==> src/rtl/bhr_pkg.sv <==
// Package: shared defaults for the branch history register.
// Assumes: consumers derive all local widths from these values.
package bhr_pkg;
    localparam int DEF_ADDR_W  = 48; // branch address width
    localparam int DEF_HIST_W  = 58; // history register width
    localparam int DEF_FP_W    = 20; // fingerprint width
    localparam int DEF_SHIFT   = 2;  // bits moved up per insertion
    localparam int DEF_SRC_OFS = 6;  // source bit paired with target bit 0
endpackage

==> src/rtl/bhr_fold.sv <==
// Module: bhr_fold
// Builds the per-branch fingerprint: bit k = target bit k XOR source bit
// (k + SRC_OFS). Pure combinational.
// Assumes: the caller hands over only the needed address slices.
module bhr_fold #(
    parameter int FP_W = bhr_pkg::DEF_FP_W
) (
    input  logic [FP_W-1:0] tgt_bits,
    input  logic [FP_W-1:0] src_bits,
    output logic [FP_W-1:0] fp
);
    // One XOR pair per fingerprint bit.
    for (genvar k = 0; k < FP_W; k++) begin : g_pair
        assign fp[k] = tgt_bits[k] ^ src_bits[k];
    end
endmodule

==> src/rtl/bhr_shift_core.sv <==
// Module: bhr_shift_core
// Holds the history; on ins it moves content up by SHIFT bits and XORs the
// zero-extended fingerprint into the bottom.
// Assumes: HIST_W > FP_W >= SHIFT; at most one insertion per cycle.
module bhr_shift_core #(
    parameter int HIST_W = bhr_pkg::DEF_HIST_W,
    parameter int FP_W   = bhr_pkg::DEF_FP_W,
    parameter int SHIFT  = bhr_pkg::DEF_SHIFT
) (
    input  logic              clk,
    input  logic              rst_n,
    input  logic              ins,
    input  logic [FP_W-1:0]   fp,
    output logic [HIST_W-1:0] hist
);
    localparam int PAD_W = HIST_W - FP_W;

    logic [HIST_W-1:0] hist_q;
    logic [HIST_W-1:0] hist_d;

    // Next value: upward move with zero fill, then fold in the fingerprint.
    always_comb begin
        hist_d = {hist_q[HIST_W-1-SHIFT:0], {SHIFT{1'b0}}} ^ {{PAD_W{1'b0}}, fp};
    end

    // Register: synchronous clear, update only on a taken insertion.
    always_ff @(posedge clk) begin
        if (!rst_n)   hist_q <= '0;
        else if (ins) hist_q <= hist_d;
    end

    assign hist = hist_q;

    // reset clears the history.
    assert_reset_clear_R1: assert property (@(posedge clk)
        !rst_n |=> hist_q == '0);

    // no insertion, no change.
    assert_hold_idle_R3: assert property (@(posedge clk) disable iff (!rst_n)
        !ins |=> $stable(hist_q));

    // bits above the fingerprint field are the old content moved up.
    assert_upper_shift_R2: assert property (@(posedge clk) disable iff (!rst_n)
        ins |=> hist_q[HIST_W-1:FP_W] == $past(hist_q[HIST_W-1-SHIFT:FP_W-SHIFT]));
endmodule

==> src/rtl/bhr_top.sv <==
// Module: bhr_top
// Global shift-XOR branch history register for an indirect predictor index.
// Assumes: one branch event per cycle; only valid and taken events insert.
module bhr_top #(
    parameter int ADDR_W  = bhr_pkg::DEF_ADDR_W,
    parameter int HIST_W  = bhr_pkg::DEF_HIST_W,
    parameter int FP_W    = bhr_pkg::DEF_FP_W,
    parameter int SHIFT   = bhr_pkg::DEF_SHIFT,
    parameter int SRC_OFS = bhr_pkg::DEF_SRC_OFS
) (
    input  logic              clk,
    input  logic              rst_n,
    input  logic              br_valid,
    input  logic              br_taken,
    input  logic [ADDR_W-1:0] br_src,
    input  logic [ADDR_W-1:0] br_tgt,
    output logic [HIST_W-1:0] hist_o
);
    localparam int SRC_HI = SRC_OFS + FP_W - 1;

    logic            ins;
    logic [FP_W-1:0] fp;
    logic            unused_addr_bits;

    // Insert only for a present, taken branch.
    assign ins = br_valid & br_taken;

    // Address bits outside the fingerprint slices are read only here.
    assign unused_addr_bits = ^{br_src, br_tgt};

    bhr_fold #(.FP_W(FP_W)) u_fold (
        .tgt_bits (br_tgt[FP_W-1:0]),
        .src_bits (br_src[SRC_HI:SRC_OFS]),
        .fp       (fp)
    );

    bhr_shift_core #(.HIST_W(HIST_W), .FP_W(FP_W), .SHIFT(SHIFT)) u_core (
        .clk   (clk),
        .rst_n (rst_n),
        .ins   (ins),
        .fp    (fp),
        .hist  (hist_o)
    );

    // after an insertion the bottom bits equal the paired address bits.
    assert_low_pair_R4: assert property (@(posedge clk) disable iff (!rst_n)
        (br_valid && br_taken) |=> hist_o[SHIFT-1:0] ==
            $past(br_tgt[SHIFT-1:0] ^ br_src[SRC_OFS+SHIFT-1:SRC_OFS]));
endmodule

==> config.mk <==
export PLATFORM = sky130hd
export DESIGN_NAME = bhr_top
export DESIGN_NICKNAME = d
export VERILOG_FILES = /design/src/rtl/bhr_pkg.sv /design/src/rtl/bhr_fold.sv /design/src/rtl/bhr_shift_core.sv /design/src/rtl/bhr_top.sv
export SDC_FILE = /design/constraint.sdc
export NUM_CORES = 1
export LEC_CHECK = 0
export ABC_CLOCK_PERIOD_IN_PS = 2750
export BUFFER_PORTS_ARGS = -buffer_cell sky130_fd_sc_hd__buf_2
export CELL_PAD_IN_SITES_DETAIL_PLACEMENT = 1
export CELL_PAD_IN_SITES_GLOBAL_PLACEMENT = 1
export CORE_ASPECT_RATIO = 2
export CORE_MARGIN = 2
export CORE_UTILIZATION = 34
export DETAILED_ROUTE_END_ITERATION = 8
export GPL_TIMING_DRIVEN = 0
export PLACE_DENSITY_LB_ADDON = 0.1
export SETUP_SLACK_MARGIN = 0.4
export SYNTH_ARGS = -nofsm -noshare
export SYNTH_HDL_FRONTEND = slang
export SYNTH_SLANG_ARGS = --single-unit
==> constraint.sdc <==
create_clock -name clk -period 2.75 [get_ports clk]
set_input_delay 0.6875 -clock clk [delete_from_list [all_inputs] [get_ports clk]]
set_output_delay 0.6875 -clock clk [all_outputs]
set_load 0.02 [all_outputs]
* After elaboration in Yosys (flattened, before gate mapping)
Index checks and enable logic that the tools add are counted.
Word-level totals: input bits 100, register bits 58
Operators by class: bitwise gates (word level) 22
Operators by type and width (number):
- bitwise XOR 58 x 20 -> 58 bit | 1
- bitwise XOR 1 bit | 20
- bitwise AND 1 bit | 1

* Longest topological paths before layout
depth in word-level cells 2, gate-level depth with buffers 6, depth with buffers taken out 3

* Hierarchy
A second synthesis with hierarchy kept.
Unflattened totals: cells, all modules 266, area, all modules 2722.6 µm²
By module, submodules not included:
- bhr_shift_core | cells each 245, times used 1, area an instance 2541.2 µm²
- bhr_fold | cells each 20, times used 1, area an instance 175.2 µm²
- bhr_top | cells each 1, times used 1, area an instance 6.3 µm²

* Least setup slack after synthesis
OpenSTA, ideal clock, no wires.
path kind input -> register, start point in br_valid, end point reg u_core.hist_q[2], in the netlist u_core.hist[2], setup slack 1245 ps, arrival 1371 ps, setup time 135 ps, stages on the path 6, cell sequence and2_1 buf_6 buf_6 buf_6 nand4b_1 o221ai_1
On the way: word-level cells in the longest chain between the ends 1
Ends and longest elaborated chain:
- from (decl) | line bhr_top.sv:13 | input logic br_valid,
- bitwise AND 1 bit | line bhr_top.sv:26 | assign ins = br_valid & br_taken;
- to (signal assigned) | line bhr_shift_core.sv:29 | else if (ins) hist_q <= hist_d;
- to (decl) | line bhr_shift_core.sv:18 | logic [HIST_W-1:0] hist_q;
Every way passes these cells. A chain may end at the register's enable or synchronous reset.

* Final worst setup path
start point reg u_core.hist_q[52], in the netlist u_core.hist[52], end point out hist_o[52]
RTL lines:
- to (decl) | line bhr_top.sv:17 | output logic [HIST_W-1:0] hist_o
No word-level cell between the ends.

==> flow_summary.ini <==
[timing]
fmax_mhz = 605.0
hold_viol = 0
setup_violations = 0
finalCritPeriodShare = 0.6010
period_minus_slack_ns = 1.653
worst_slew_pin_slew_ns = 0.5412
slew-limit-headroom = 0.6392
holdWs_ns = 0.4665
rsz0062_at_grt = false
fin_setup_tns_ns = 0
finalMaxSlewViolations = 0
fin_skew_ns = 0.003196

[cells_and_area]
num-nets-final = 539
finalNonFillerCells = 542
multi_input_area_sq_um = 1297
antenna_cells = 0
syn_to_final_growth_pct = 33.82
largest_register_ffs = 58
drive_above_1_share = 0.4054
register_area_sq_um = 1161
n_fill_cell = 1020

[floorplan]
core_sq_um = 8233
start_util = 0.3505
die_height_um = 134.3
die_area_sq_um = 9284
ioPinCount = 158
die_x_um = 69.14
row_count = 47

[pwr]
p_int_mw = 1.890
p_comb_frac = 0.096
ir_drop_mv = 0.3477
pwr-share-seq = 0.362
cellLeakagePower_nw = 1.719
clockPowerShare = 0.542
switching_share = 0.2253
power_density_nw_per_um2 = 631.8
p_sw_uw = 549.6

[synthesis]
yosysTopAreaCellShare = 0.4024
syn_area_sq_um = 2885
syn-num-nets = 428
ys.warnings.count = 0
synthTopCellsByArea = dfxtp_1, nand2_1, buf_4
synth_top_cell_by_area = dfxtp_1
synthDistinctLibCells = 18
synth-seq-area-share = 0.4024
synthCells = 328
synth_seq_cells = 58
post_synth.cell_area_avg_sq_um = 8.797

[worst_setup_path]
crit_slowest_cell = dfxtp_1
cp.arrival_ns = 0.97
critPathKind = reg -> out
crit_family = flip-flops
crit_chain = buf_4, buf_2
cp.required_ns = 2.06
slowest_delay_ns = 0.36
cp_num_buf_inv = 2
cp_max_fo = 3
start_kind = flip-flop
end_kind = primary output

[min_path]
hold_path.class = reg -> reg

[global_routing]
antenna_found_initial = 0
grt-ovfl-total = 0
grt_pass1_vias = 2604
grt_usage = 0.1678
grt_pass1_wl_mm = 12.41
grt_start_max_net_pins = 11

[placement]
port_buffers = 100
dp.cells = 526
dp_hpwl_mm = 5.935
gp_congestion = 0.7559

[clock_tree]
cts_setup_buffers = 0
hold_buffers = 0
cts.sinks = 58
clk_latency_ns = 0.33
clockBufferDepth = 2
cts_tree = yes
root_buffer = clkbuf_16
clk_pin_slew_ns = 0.05
numCtsBuffers = 9
ctsResizeCount = 0
htreeDepth = 3

[routing]
drt_iter0_markers = 102
ant_nets = 0
drt-wirelength-per-cell_um = 14.06
drt-total-wl_mm = 7.622
drc = 0
vias_per_cell = 4.878
num_vias = 2644
first_pass_iters = 4

[flow_run]
drv_cap = 0

[run_status]
outcome = completed
## cell type report
cell class              instances  area share
well taps                      98     0.03176
clock inverters                 5     0.02592
clock buffers                  11     0.06546
multi-input cells             208      0.3360
plain buffers                  62      0.1105
repair buffers                100      0.1296
flip-flops and latches         58      0.3007
## worst reg2reg max path: cells and delay by family (launching register included)
family,cells,cell delay (ns)
flops,1,0.34
compound gates,1,0.35
simple gates,1,0.08
## path summary, 6_finish.rpt
kind	startpoint	endpoint	slack (ns)	cells after the start
max	u_core.hist[52]	hist_o[52]	1.10	2
min	u_core.hist[57]	u_core.hist[57]	0.47	2
max reg2reg	u_core.hist[17]	u_core.hist[19]	1.86	2
min reg2reg	u_core.hist[57]	u_core.hist[57]	0.47	2
## per-stage QoR
step	total power, mW	utilization	instance area [sq um]	setup WS [ns]
global placement	1.135	0.4261	3508	1.008
CTS	2.472	0.4690	3861	1.079
finish	2.440	0.4690	3861	1.097
floorplan	1.042	-	2885	1.245
global route	2.527	0.4690	3861	1.044
detailed placement	1.139	0.4261	3508	0.9575
## placed cells by master, fill, tap and decap left out, drive strengths merged
master	n
buf	156
nand2	93
dfxtp	58
a21boi	38
nand3	18
xor2	18
nand4b	18
clkbuf	17
o221ai	14
o311ai	4
bufinv	3
xnor2	2
o211a	2
clkinv	2
and2	1
## kinds of logic after synthesis
family,after synthesis,synth area share
AOI/OAI and AO/OA,58,0.1800
buffers and inverters,62,0.1479
xor gates and xnor gates,20,0.06071
and+or+nand+nor,130,0.2090
DFF,58,0.4024
## routing by layer
| layer | track usage | vias up | share of wire |
|---|---|---|---|
| li1 | - | 1305 | - |
| met1 | 0.1671 | 1254 | 0.38 |
| met2 | 0.3205 | 75 | 0.55 |
| met3 | 0.04282 | 10 | 0.049 |
| met4 | 0.07190 | 0 | 0.019 |
| met5 | 0 | - | 0 |
## power by group through the flow
stage | combinational, mW | sequential, mW | clock [mW]
global route | 0.257 | 0.885 | 1.39
CTS | 0.239 | 0.883 | 1.35
floorplan | 0.125 | 0.918 | 0
detailed placement | 0.238 | 0.900 | 0
global placement | 0.235 | 0.900 | 0
finish | 0.234 | 0.883 | 1.32
## synthesized netlist by cell type
cell,instances
clkbuf_1,6
o221ai_2,9
o211a_1,2
nand2_1,93
a21boi_0,38
o221ai_1,5
nand3_1,18
buf_1,1
and2_1,1
dfxtp_1,58
xor2_1,18
o311ai_1,1
xnor2_1,2
buf_6,4
buf_4,40
nand4b_1,18
buf_2,11
o311ai_0,3
Note: power is estimated with default switching activity, not from simulation.
